--- src/rtl/lp_pkg.sv ---
package lp_pkg;
  typedef enum logic [2:0] {
    ST_PWRUP  = 3'd0,
    ST_STBY   = 3'd1,
    ST_ACT    = 3'd2,
    ST_ZZWAIT = 3'd3,
    ST_PROG   = 3'd4,
    ST_PAR    = 3'd5,
    ST_DPD    = 3'd6,
    ST_RECOV  = 3'd7
  } lp_state_e;

  typedef struct packed {
    logic       keep_on;
    logic       rms;
    logic       top;
    logic [1:0] area;
  } lp_mode_t;

  localparam logic [1:0] AREA_HALF = 2'b10;
  localparam logic [1:0] AREA_QTR  = 2'b11;
  localparam int unsigned NSEG  = 4;
  localparam int unsigned SEG_W = 2;
endpackage

--- src/rtl/lp_timer.sv ---
module lp_timer #(
  parameter int unsigned W       = 8,
  parameter logic [W-1:0] RST_VAL = '0
) (
  input  logic         clk_i,
  input  logic         rst_ni,
  input  logic         load_i,
  input  logic [W-1:0] val_i,
  output logic         done_o
);
  logic [W-1:0] cnt_q;

  always_ff @(posedge clk_i or negedge rst_ni) begin
    if (!rst_ni)             cnt_q <= RST_VAL;
    else if (load_i)         cnt_q <= val_i;
    else if (cnt_q != '0)    cnt_q <= cnt_q - 1'b1;
  end

  assign done_o = (cnt_q == '0);
endmodule

--- src/rtl/lp_mode_reg.sv ---
module lp_mode_reg
  import lp_pkg::*;
(
  input  logic            clk_i,
  input  logic            rst_ni,
  input  logic            stage_en_i,
  input  lp_mode_t        stage_val_i,
  input  logic            commit_i,
  output lp_mode_t        mode_o,
  output logic [NSEG-1:0] mask_o
);
  lp_mode_t stage_q, mode_q;

  always_ff @(posedge clk_i or negedge rst_ni) begin
    if (!rst_ni) begin
      stage_q <= '0;
      mode_q  <= '0;
    end else begin
      if (stage_en_i) stage_q <= stage_val_i;
      if (commit_i)   mode_q  <= stage_q;
    end
  end

  assign mode_o = mode_q;

  // quarter region sits at the selected end of the array
  for (genvar g = 0; g < NSEG; g++) begin : g_seg
    logic in_half, in_qtr;
    assign in_half = mode_q.top ? (g >= NSEG/2) : (g < NSEG/2);
    assign in_qtr  = mode_q.top ? (g == NSEG-1) : (g == 0);
    always_comb begin
      case (mode_q.area)
        AREA_HALF: mask_o[g] = in_half;
        AREA_QTR:  mask_o[g] = in_qtr;
        default:   mask_o[g] = 1'b1;
      endcase
    end
  end
endmodule

--- src/rtl/lp_valid_track.sv ---
module lp_valid_track
  import lp_pkg::*;
(
  input  logic             clk_i,
  input  logic             rst_ni,
  input  logic             set_en_i,
  input  logic [SEG_W-1:0] set_idx_i,
  input  logic             keep_en_i,
  input  logic [NSEG-1:0]  mask_i,
  input  logic             clear_i,
  output logic [NSEG-1:0]  valid_o
);
  for (genvar g = 0; g < NSEG; g++) begin : g_flag
    logic flag_q;
    always_ff @(posedge clk_i or negedge rst_ni) begin
      if (!rst_ni)                               flag_q <= 1'b0;
      else if (clear_i)                          flag_q <= 1'b0;
      else if (keep_en_i)                        flag_q <= flag_q & mask_i[g];
      else if (set_en_i && set_idx_i == SEG_W'(g)) flag_q <= 1'b1;
    end
    assign valid_o[g] = flag_q;
  end
endmodule

--- src/rtl/lp_fsm.sv ---
module lp_fsm
  import lp_pkg::*;
#(
  parameter int unsigned TW        = 8,
  parameter logic [TW-1:0] PWRUP_C = '1,
  parameter logic [TW-1:0] WIN_C   = '1,
  parameter logic [TW-1:0] RECOV_C = '1
) (
  input  logic          clk_i,
  input  logic          rst_ni,
  input  logic          cs_ni,
  input  logic          zz_ni,
  input  logic          sel_i,
  input  logic          wr_i,
  input  logic          keep_on_i,
  input  logic          main_done_i,
  input  logic          zz_done_i,
  output lp_state_e     state_o,
  output logic          main_load_o,
  output logic [TW-1:0] main_val_o,
  output logic          zz_load_o,
  output logic          stage_en_o,
  output logic          commit_o,
  output logic          keep_en_o,
  output logic          clear_o
);
  lp_state_e st_q, st_d;

  always_ff @(posedge clk_i or negedge rst_ni) begin
    if (!rst_ni) st_q <= ST_PWRUP;
    else         st_q <= st_d;
  end

  always_comb begin
    st_d        = st_q;
    main_load_o = 1'b0;
    main_val_o  = '0;
    zz_load_o   = 1'b0;
    stage_en_o  = 1'b0;
    commit_o    = 1'b0;
    keep_en_o   = 1'b0;
    clear_o     = 1'b0;
    case (st_q)
      ST_PWRUP: begin
        if (!cs_ni) begin
          main_load_o = 1'b1;
          main_val_o  = PWRUP_C;
        end else if (main_done_i) st_d = ST_STBY;
      end
      ST_STBY, ST_ACT: begin
        if (!zz_ni) begin
          st_d        = ST_ZZWAIT;
          main_load_o = 1'b1;
          main_val_o  = WIN_C;
          zz_load_o   = 1'b1;
        end else if (st_q == ST_STBY && !cs_ni && sel_i) st_d = ST_ACT;
        else if (st_q == ST_ACT && (cs_ni || !sel_i))    st_d = ST_STBY;
      end
      ST_ZZWAIT: begin
        if (zz_ni) st_d = ST_STBY;
        else if (wr_i) begin
          st_d       = ST_PROG;
          stage_en_o = 1'b1;
        end else if (main_done_i) begin
          if (keep_on_i) begin
            st_d      = ST_PAR;
            keep_en_o = 1'b1;
          end else begin
            st_d    = ST_DPD;
            clear_o = 1'b1;
          end
        end
      end
      ST_PROG: begin
        if (zz_ni) begin
          commit_o = 1'b1;
          st_d     = ST_STBY;
        end else if (wr_i) stage_en_o = 1'b1;
      end
      ST_PAR: if (zz_ni && zz_done_i) st_d = ST_STBY;
      ST_DPD: begin
        if (zz_ni && zz_done_i) begin
          st_d        = ST_RECOV;
          main_load_o = 1'b1;
          main_val_o  = RECOV_C;
        end
      end
      ST_RECOV: if (main_done_i) st_d = ST_STBY;
      default: st_d = ST_PWRUP;
    endcase
  end

  assign state_o = st_q;
endmodule

--- src/rtl/lp_mode_ctrl.sv ---
module lp_mode_ctrl
  import lp_pkg::*;
#(
  parameter int unsigned CLK_PERIOD_NS = 4,
  parameter int unsigned PWRUP_NS      = 200000,
  parameter int unsigned ENTRY_WIN_NS  = 1000,
  parameter int unsigned ZZ_MIN_NS     = 10000,
  parameter int unsigned RECOV_NS      = 200000,
  parameter int unsigned ADDR_W        = 18
) (
  input  logic              clk_i,
  input  logic              rst_ni,
  input  logic              cs_ni,
  input  logic              we_ni,
  input  logic              lb_ni,
  input  logic              ub_ni,
  input  logic              zz_ni,
  input  logic [ADDR_W-1:0] addr_i,
  output logic [2:0]        state_o,
  output logic [4:0]        mode_o,
  output logic [3:0]        valid_o,
  output logic              ready_o,
  output logic              region_hit_o
);
  localparam int unsigned PWRUP_CYC = (PWRUP_NS + CLK_PERIOD_NS - 1) / CLK_PERIOD_NS;
  localparam int unsigned WIN_CYC   = (ENTRY_WIN_NS + CLK_PERIOD_NS - 1) / CLK_PERIOD_NS;
  localparam int unsigned ZZMIN_CYC = (ZZ_MIN_NS + CLK_PERIOD_NS - 1) / CLK_PERIOD_NS;
  localparam int unsigned RECOV_CYC = (RECOV_NS + CLK_PERIOD_NS - 1) / CLK_PERIOD_NS;
  localparam int unsigned MAX_A     = (PWRUP_CYC > RECOV_CYC) ? PWRUP_CYC : RECOV_CYC;
  localparam int unsigned MAX_B     = (WIN_CYC > ZZMIN_CYC) ? WIN_CYC : ZZMIN_CYC;
  localparam int unsigned MAX_CYC   = (MAX_A > MAX_B) ? MAX_A : MAX_B;
  localparam int unsigned TW        = $clog2(MAX_CYC + 1);

  lp_state_e         st;
  lp_mode_t          mode;
  logic [NSEG-1:0]   mask;
  logic [SEG_W-1:0]  seg;
  logic              sel, wr;
  logic              m_load, m_done, z_load, z_done;
  logic [TW-1:0]     m_val;
  logic              stage_en, commit, keep_en, clear, set_en;

  assign sel = !lb_ni || !ub_ni;
  assign wr  = !cs_ni && !we_ni && sel;
  assign seg = addr_i[ADDR_W-1 -: SEG_W];

  lp_fsm #(
    .TW(TW), .PWRUP_C(TW'(PWRUP_CYC)), .WIN_C(TW'(WIN_CYC)), .RECOV_C(TW'(RECOV_CYC))
  ) u_fsm (
    .clk_i, .rst_ni, .cs_ni, .zz_ni,
    .sel_i(sel), .wr_i(wr), .keep_on_i(mode.keep_on),
    .main_done_i(m_done), .zz_done_i(z_done),
    .state_o(st), .main_load_o(m_load), .main_val_o(m_val), .zz_load_o(z_load),
    .stage_en_o(stage_en), .commit_o(commit), .keep_en_o(keep_en), .clear_o(clear)
  );

  lp_timer #(.W(TW), .RST_VAL(TW'(PWRUP_CYC))) u_main_tmr (
    .clk_i, .rst_ni, .load_i(m_load), .val_i(m_val), .done_o(m_done)
  );

  lp_timer #(.W(TW), .RST_VAL('0)) u_zz_tmr (
    .clk_i, .rst_ni, .load_i(z_load), .val_i(TW'(ZZMIN_CYC)), .done_o(z_done)
  );

  lp_mode_reg u_mode (
    .clk_i, .rst_ni, .stage_en_i(stage_en), .stage_val_i(lp_mode_t'(addr_i[4:0])),
    .commit_i(commit), .mode_o(mode), .mask_o(mask)
  );

  // reduced-size mode drops writes outside the usable region
  assign set_en = (st == ST_ACT) && wr && zz_ni && (!mode.rms || mask[seg]);

  lp_valid_track u_valid (
    .clk_i, .rst_ni, .set_en_i(set_en), .set_idx_i(seg), .keep_en_i(keep_en),
    .mask_i(mask), .clear_i(clear), .valid_o(valid_o)
  );

  assign state_o      = st;
  assign mode_o       = mode;
  assign ready_o      = (st == ST_STBY) || (st == ST_ACT);
  assign region_hit_o = mask[seg];
endmodule

--- config.mk ---
export PLATFORM = sky130hd
export DESIGN_NAME = lp_mode_ctrl
export DESIGN_NICKNAME = d
export VERILOG_FILES = /design/src/rtl/lp_pkg.sv /design/src/rtl/lp_timer.sv /design/src/rtl/lp_mode_reg.sv /design/src/rtl/lp_valid_track.sv /design/src/rtl/lp_fsm.sv /design/src/rtl/lp_mode_ctrl.sv
export SDC_FILE = /design/constraint.sdc
export NUM_CORES = 1
export LEC_CHECK = 0
export ABC_AREA = 0
export BUFFER_PORTS_ARGS = -buffer_cell sky130_fd_sc_hd__buf_4
export CORE_ASPECT_RATIO = 0.5
export CORE_MARGIN = 10
export CORE_UTILIZATION = 35
export DETAILED_ROUTE_END_ITERATION = 8
export GPL_TIMING_DRIVEN = 1
export HOLD_SLACK_MARGIN = 0.03
export SYNTH_ARGS = -nofsm -noshare
export SYNTH_HDL_FRONTEND = slang
export SYNTH_SLANG_ARGS = --single-unit
--- constraint.sdc ---
create_clock -name clk_i -period 3.79 [get_ports clk_i]
set_clock_uncertainty 0.2 [all_clocks]
set_input_delay 0.1895 -clock clk_i [delete_from_list [all_inputs] [get_ports clk_i]]
set_output_delay 0.1895 -clock clk_i [all_outputs]
set_load 0.03 [all_outputs]
==> results of run 1 <==
stage by stage:
step / hold WS, ns / instance area (sq um)
after floorplan: -0.3061 / 2704
after detailed placement: 0.05063 / 2964
after global placement: 0.03551 / 2964
final: 0.03211 / 3187
after global routing: 0.06729 / 3187
after CTS: 0.03026 / 3187
where the power goes:
| group | internal (mW) | switching (mW) |
|---|---|---|
| Combinational | 0.338 | 0.447 |
| Clock | 0.263 | 0.192 |
| Sequential | 0.688 | 0.187 |
routing by layer:
layer | track usage [%] | vias to the layer above | wire [um]
li1 | - | 1056 | -
met1 | 14.25 | 1063 | 2962
met2 | 16.13 | 35 | 2727
met3 | 2.164 | 6 | 188
met4 | 3.908 | 0 | 72
met5 | 0 | - | 0
cell families after synthesis:
kind of cell | count (synthesis)
buffers and inverters | 28
AND/OR/NAND/NOR | 108
adder cells (fa/ha/maj) | 4
flip-flops | 49
XOR/XNOR | 23
AO/OA/AOI/OAI | 56
multiplexers | 12
state kept, by name (all words and copies together), names as in the netlist:
signal	flops
u_mode.stage_q	5
u_fsm.state_o	3
u_zz_tmr.cnt_q	16
u_mode.mode_o	5
u_main_tmr.cnt_q	16
u_valid.g_flag.flag_q	4
worst paths after layout:
kind                                                    start                                   end
worst min-delay path                               addr_i[16]  u_valid.g_flag[2].flag_q$_DFFE_PN0P_
worst max-delay path            u_zz_tmr.cnt_q[0]$_DFFE_PN0P_       u_main_tmr.cnt_q[6]$_DFFE_PN1P_
worst min register to register  u_mode.stage_q[3]$_DFFE_PN0P_          u_mode.mode_o[3]$_DFFE_PN0P_
worst max register to register  u_zz_tmr.cnt_q[0]$_DFFE_PN0P_       u_main_tmr.cnt_q[6]$_DFFE_PN1P_
min in group asynchronous                              rst_ni         u_mode.stage_q[3]$_DFFE_PN0P_
max in group asynchronous                              rst_ni         u_zz_tmr.cnt_q[4]$_DFFE_PN0P_
cell type report:
cell class,count,area [sq um]
multi-input combinational,203,1340
tap,96,120.1
clock inverter,2,13.76
timing repair buffer,37,295.3
inverter,12,45.04
clock buffer,6,138.9
sequential,49,1234
fill,705,4218
synthesized netlist by cell type, drive strengths merged, types with 6 or more instances:
cell and instances:
nand2 15, nor2 30, o21ai 16, nor3 13
buf 8, dfrtp 43, nand3 8, or3 8
xnor2 20, a211oi 7, nor4 6, dfstp 6
inv 12, mux2 10, a21oi 8, clkbuf 8
critical path, stage by stage, from the launching register on:
cell     delay, ns
dfrtp_1       0.39
inv_1         0.11
ha_1          0.15
or4b_4        0.50
nor4_4        0.47
a31oi_1       0.36
nand2_1       0.35
a211o_1       0.15
timing repair:
item                                    4_1_cts  5_1_grt
endpoints found under the setup margin        0        0
hold buffers                                  7        0
hold endpoints to repair                     51        0
==> flow_metrics.tcl, run 1 <==
set metrics [dict create \
    synth_simple_gate_area_share_pct 21.70 \
    ys_types 49 \
    mostFrequentLayoutCell "dfrtp_1" \
    seq_area_frac_synth_pct 45.63 \
    timing.final.crit_share_pct 72.39 \
    rsz0062_at_grt "false" \
    route.detailed.drc 0 \
    cts_buffer_depth 2 \
    htreeDepth 2 \
    synth_compound_area_share_pct 13.65 \
    synth_largest_area_cell "dfrtp_1" \
    track_usage_pct 10.44 \
    reg2reg_depth 7 \
    hold_viol 0 \
    required_ns 3.82 \
    critPathMaxFanout 8 \
    relSlewSlack_pct 52.57 \
    clk_pin_slew_ns 0.07 \
    tns_ns 0 \
    min_path_type "in -> reg" \
    antenna_found_initial 0 \
    setup_viol 0 \
    fin_cells 405 \
    io_buffers 27 \
    cts_resized 0 \
    total_power_mw 2.114 \
    first_iter_violations 81 \
    grt_pass1_vias 2102 \
    worst_ir_drop_vdd_v 0.0003195 \
    syn_area_per_cell_sq_um 9.657 \
    outcome "complete, no violations" \
    num_antenna_cells 0 \
    post-cts-setup-buffers 0 \
    synthAdderAreaFrac_pct 1.851 \
    critPathArrivalTime_ns 2.77 \
    io_pins 39 \
    die_h_um 82.15 \
    power.density_nw_per_um2 663.5 \
    postSynthCellCount 280 \
    crit_type "reg -> reg" \
    p_leak_nw 1.303 \
    placedCellCount 390 \
    synth_area_leaders "dfrtp_1 40%, xnor2_1 6.5%, dfstp_2 5.8%" \
    holdPathStages 4 \
    tightest_slew_ns 0.7060 \
    ys_dominant_reg_cell "dfrtp_1" \
    synthDominantCellAreaShare_pct 39.80 \
    drive_gt1_share_pct 18.12 \
    drv_cap 0 \
    min_period_ns 2.744 \
    synth_mux_area_share_pct 4.905 \
    num-nets-final 337 \
    fp.dieW_um 144.3 \
    numCtsBuffers 5 \
    initial_core_util_pct 36.52 \
    clock_sinks 49 \
    ant_nets 0 \
    root_buffer "clkbuf_16" \
    clock_latency_ns 0.29 \
    postRouteWirelength_mm 5.950 \
    core_area_sq_um 7405 \
    slew_violations 0 \
    die_area_sq_um 11850 \
    via_per_inst 5.333 \
    drt_first_pass_iters 4 \
    grt_pass1_wl_mm 10.22 \
    utilization_pct 43.04 \
    num_vias 2160 \
    final_cell_mix "43 x dfrtp_1, 30 x nor2_1, 30 x buf_4, 20 x xnor2_1" \
    gr-total-overflow 0 \
    synthArstFlopShare_pct 100.0 \
    routedWlPerCell_um 14.69 \
    synth-seq-cells 49 \
    place_congestion 0.8052 \
    worst_setup_path_start_kind "flip-flop" \
    row_count 22 \
    grt_start_max_net_pins 50 \
    cts_tree "done" \
    synth_top_family_by_area "simple AND/OR/NAND/NOR gates" \
    mappedNetlistArea_sq_um 2704 \
    r2r_slack_ns 1.05 \
    place_ws_ns 1.069 \
    max_freq_ghz 0.3645 \
    worst_slack_ns 1.047 \
    yosys_warnings 0 \
    synth_edf_count 0 \
    dp_hpwl_mm 4.282 \
    synth-xor-area-share_pct 7.450 \
    area_growth_pct 17.86 \
    synthesis.nets 309 \
    critPathCaptureType "flip-flop" \
]
Power figures use the tool's default switching activity.
==> run 2, diff against run 1 <==
- clock period: 3.79 -> 2.6 ns (I/O delays scaled with it)
==> run 2 against run 1 <==
  * Power grew 53%
  * Routed wire length rose by 2.4%
  * Die area unchanged
  * Critical endpoint is now u_fsm.state_o[2]$_DFFE_PN0P_
  * Largest power group is now combinational cells
==> flow_metrics.tcl, run 2 (synthesis results as in run 1) <==
set metrics [dict create \
    routedWlPerCell_um 14.54 \
    p_leak_nw 1.377 \
    tightest_slew_ns 0.6430 \
    min_path_type "in -> reg" \
    track_usage_pct 10.72 \
    antenna_found_initial 0 \
    clk_pin_slew_ns 0.06 \
    postRouteWirelength_mm 6.092 \
    tns_ns 0 \
    placed_area_sq_um 3062 \
    rsz0062_at_grt "false" \
    reg.largest.list "u_main_tmr.cnt_q: 16 flops, u_zz_tmr.cnt_q: 16 flops" \
    crit_type "reg -> reg" \
    critPathCaptureType "flip-flop" \
    core_area_sq_um 7405 \
    path_cells "inv_1 > ha_1 > or4b_4 > or4_4 > a21o_1 > o211ai_1 > o41ai_1" \
    grt_pass1_wl_mm 10.36 \
    utilization_pct 44.85 \
    critPathMaxFanout 7 \
    hold_viol 0 \
    drv_cap 0 \
    path_depth 7 \
    total_power_mw 3.227 \
    max_stage_delay_ns 0.62 \
    route.detailed.drc 0 \
    worst_slack_ns 0.1253 \
    grt_start_max_net_pins 50 \
    initial_core_util_pct 36.52 \
    clock_sinks 49 \
    holdPathStages 3 \
    dp_hpwl_mm 4.502 \
    area_growth_pct 22.81 \
    finalHoldWorstSlack_ns 0.08401 \
    required_ns 2.56 \
    post-cts-setup-buffers 0 \
    place_ws_ns 0.02987 \
    crit_buf_inv 1 \
    num-nets-final 351 \
    io_pins 39 \
    first_iter_violations 115 \
    final_cell_mix "43 x buf_4, 43 x dfrtp_1, 30 x nor2_1, 20 x xnor2_1, 15 x o21ai_0" \
    gr-total-overflow 0 \
    drive_gt1_share_pct 21.67 \
    grt_pass1_vias 2105 \
    critPathArrivalTime_ns 2.43 \
    setup_viol 0 \
    fp.dieW_um 144.3 \
    place_congestion 0.8141 \
    ant_nets 0 \
    relSlewSlack_pct 56.80 \
    timing.final.crit_share_pct 95.18 \
    cts_buffer_depth 2 \
    fill_cells 682 \
    htreeDepth 2 \
    worst_setup_path_start_kind "flip-flop" \
    cts_tree "done" \
    outcome "complete, no violations" \
    row_count 22 \
    slew_violations 0 \
    min_period_ns 2.475 \
    max_freq_ghz 0.4041 \
    register_area_sq_um 1234 \
    die_h_um 82.15 \
    cp_slowest_cell "or4_4" \
    num_vias 2190 \
    final_area_sq_um 3321 \
    worst_ir_drop_vdd_v 0.0004731 \
    num_antenna_cells 0 \
    cp_top_family "simple AND/OR/NAND/NOR gates" \
    reg2reg_depth 7 \
    root_buffer "clkbuf_16" \
    via_per_inst 5.227 \
    placedCellCount 403 \
    multiInputGateArea_sq_um 1346 \
    fin_cells 419 \
    io_buffers 27 \
    r2r_slack_ns 0.13 \
    numCtsBuffers 5 \
    power.density_nw_per_um2 971.9 \
    clock_latency_ns 0.28 \
    drt_first_pass_iters 4 \
    die_area_sq_um 11850 \
]
run 2: changes by cell type in the layout (fill, tap and decap cells not counted), sizes merged:
cell	before	now
clkbuf	6	7
dlygate4sd3	7	8
clkinv	2	0
bufinv	0	1
buf	30	43
run 2: what timing repair did:
| action | CTS | global route |
|---|---|---|
| setup endpoints to repair | 0 | 15 |
| hold buffers | 8 | 0 |
| hold endpoints to repair | 52 | 0 |
| gates resized for setup | 0 | 2 |
run 2: tightest hold or removal path, cell delays in order:
cell	delay [ns]
buf_4	0.15
nand2b_1	0.16
o41ai_1	0.08
run 2: final timing paths:
| path | start | endpoint |
|---|---|---|
| setup / recovery | u_zz_tmr.cnt_q[1]$_DFFE_PN0P_ | u_fsm.state_o[2]$_DFFE_PN0P_ |
| hold / removal | zz_ni | u_fsm.state_o[2]$_DFFE_PN0P_ |
| setup reg to reg | u_zz_tmr.cnt_q[1]$_DFFE_PN0P_ | u_fsm.state_o[2]$_DFFE_PN0P_ |
| hold reg to reg | u_mode.stage_q[3]$_DFFE_PN0P_ | u_mode.mode_o[3]$_DFFE_PN0P_ |
| max in group asynchronous | rst_ni | u_valid.g_flag[3].flag_q$_DFFE_PN0P_ |
| min in group asynchronous | rst_ni | u_fsm.state_o[1]$_DFFE_PN0P_ |
run 2: routing by layer:
layer  vias up  track usage [%]  wire length (um)
li1       1086                -                 -
met1      1047            14.55              3034
met2        53            16.45              2683
met3         4            3.189               310
met4         0            2.806                63
met5         -                0                 0
run 2: layout make-up:
cell class,count,share of cell area (%)
multi-input combinational,203,40.54
clock buffer,7,4.295
timing repair buffer,51,12.13
clock inverter,1,0.9043
tap,96,3.617
sequential,49,37.15
inverter,12,1.356
run 2: power by group:
part / total, mW / switching, mW / internal (mW)
Sequential: 1.23 / 0.226 / 1.00
Clock: 0.749 / 0.268 / 0.481
Combinational: 1.25 / 0.700 / 0.549
Total: 3.23 / 1.19 / 2.03
==> run 3, diff against run 2 <==
- CORE_ASPECT_RATIO: 0.5 -> default
==> run 3 against run 2 <==
  * Via count shrank 0.41%
  * Sequential power barely moved
  * Routed wire length is 1.4% higher
  * Sequential share of layout area grew 0.23 points
  * Register-to-register slack gained 0.02 ns
  * Cell area shrank 0.60%
  * First-iteration DRC count decreased by 6.1%
  * Clock power decreased by 23%
  * Hold slack got worse by 0.023 ns
  * Die area is 1.8% lower
  * Worst setup slack better by 0.021 ns
  * Core utilization is 0.058 points lower
==> flow_metrics.tcl, run 3 (synthesis results as in run 1) <==
set metrics [dict create \
    numCtsBuffers 5 \
    ant_nets 0 \
    hold_viol 0 \
    critPathCaptureType "flip-flop" \
    row_count 31 \
    gr-total-overflow 0 \
    mostFrequentLayoutCell "buf_4" \
    grt_start_max_net_pins 50 \
    clk_pin_slew_ns 0.09 \
    setup_viol 0 \
    num_vias 2181 \
    route.detailed.drc 0 \
    grt_pass1_wl_mm 10.74 \
    final_cell_mix "46 x buf_4, 43 x dfrtp_1, 30 x nor2_1, 20 x xnor2_1" \
    io_buffers 27 \
    track_usage_pct 11.12 \
    first_iter_violations 108 \
    drt_first_pass_iters 4 \
    antenna_found_initial 0 \
    routedWlPerCell_um 14.50 \
    num-nets-final 354 \
    relSlewSlack_pct 57.47 \
    drive_gt1_share_pct 22.70 \
    reg.largest.list "u_main_tmr.cnt_q: 16 flops, u_zz_tmr.cnt_q: 16 flops" \
    drv_cap 0 \
    placed_area_sq_um 3088 \
    tns_ns 0 \
    cts_buffer_depth 2 \
    rsz0062_at_grt "false" \
    final_area_sq_um 3301 \
    utilization_pct 44.79 \
    min_period_ns 2.454 \
    worst_ir_drop_vdd_v 0.0004485 \
    tightest_slew_ns 0.6380 \
    critPathArrivalTime_ns 2.43 \
    total_power_mw 3.067 \
    clock_sinks 49 \
    dp_hpwl_mm 4.436 \
    fill_cells 745 \
    root_buffer "clkbuf_8" \
    initial_core_util_pct 36.69 \
    htreeDepth 2 \
    fp.dieW_um 107.9 \
    via_per_inst 5.120 \
    min_path_type "in -> reg" \
    max_freq_ghz 0.4075 \
    place_congestion 0.8267 \
    required_ns 2.58 \
    p_leak_nw 1.368 \
    postRouteWirelength_mm 6.175 \
    clock_latency_ns 0.31 \
    io_pins 39 \
    die_area_sq_um 11640 \
    core_area_sq_um 7370 \
    die_h_um 107.9 \
    worst_setup_path_start_kind "flip-flop" \
    slew_violations 0 \
    timing.final.crit_share_pct 94.38 \
    critPathMaxFanout 7 \
    crit_type "reg -> reg" \
    post-cts-setup-buffers 0 \
    grt_pass1_vias 2266 \
    area_growth_pct 22.07 \
    cts_tree "done" \
    outcome "complete, no violations" \
    power.density_nw_per_um2 929.1 \
]
## run 3: where the power goes
group / switching, mW / internal, mW
clock network: 0.267 / 0.313
logic: 0.687 / 0.561
registers: 0.236 / 1.00
## run 3: worst paths after layout
check / end / startpoint / slack (ns) / depth (start not counted)
max: u_fsm.state_o[2]$_DFFE_PN0P_ / u_zz_tmr.cnt_q[0]$_DFFE_PN0P_ / 0.15 / 7
min: u_fsm.state_o[2]$_DFFE_PN0P_ / zz_ni / 0.06 / 3
max reg2reg: u_fsm.state_o[2]$_DFFE_PN0P_ / u_zz_tmr.cnt_q[0]$_DFFE_PN0P_ / 0.15 / 7
min reg2reg: u_mode.mode_o[2]$_DFFE_PN0P_ / u_mode.stage_q[2]$_DFFE_PN0P_ / 0.30 / 2
max in group asynchronous: u_main_tmr.cnt_q[12]$_DFFE_PN0P_ / rst_ni / 1.58 / 2
min in group asynchronous: u_zz_tmr.cnt_q[9]$_DFFE_PN0P_ / rst_ni / 0.19 / 2
## run 3: worst max-delay path: stages (launching register included)
cell and delay (ns):
dfrtp_1 0.40, inv_1 0.09, ha_1 0.15, or4b_4 0.50
or4_4 0.61, a21o_1 0.21, o211ai_1 0.08, o41ai_1 0.10
## run 3: final cells by class
cell class                 instances  area (sq um)  share of cell area (%)
sequential                        49          1234                   37.38
inverter                          12         45.04                   1.365
clock buffer                       6         82.58                   2.502
antenna                            1         2.502                 0.07581
tap                               99         123.9                   3.753
clock inverter                     2         37.54                   1.137
multi-input combinational        203          1350                   40.90
timing repair buffer              54         425.4                   12.89
## run 3: through the flow
stage / setup slack (ns) / std cells / hold WS [ns]
detailed placement: 0.05285 / 409 / 0.005498
CTS: 0.03682 / 425 / 0.04818
global route: 0.04323 / 425 / 0.09147
global placement: 0.09625 / 409 / 0.001314
floorplan: 0.1036 / 280 / -0.3656
finish: 0.1461 / 426 / 0.06088
## run 3: what timing repair did
item                                    4_1_cts  5_1_grt
gates resized for setup                       0        2
hold buffers                                  8        0
endpoints found under the setup margin        0       13
hold endpoints to repair                     52        0
## run 3: routing by layer
layer  up-vias  GRT usage (%)  share of wire (%)
met5         -              0                  0
met4         0          4.485                1.7
met3         8          1.916                2.1
met2        24          18.60                 49
met1      1056          13.80                 47
li1       1093              -                  -
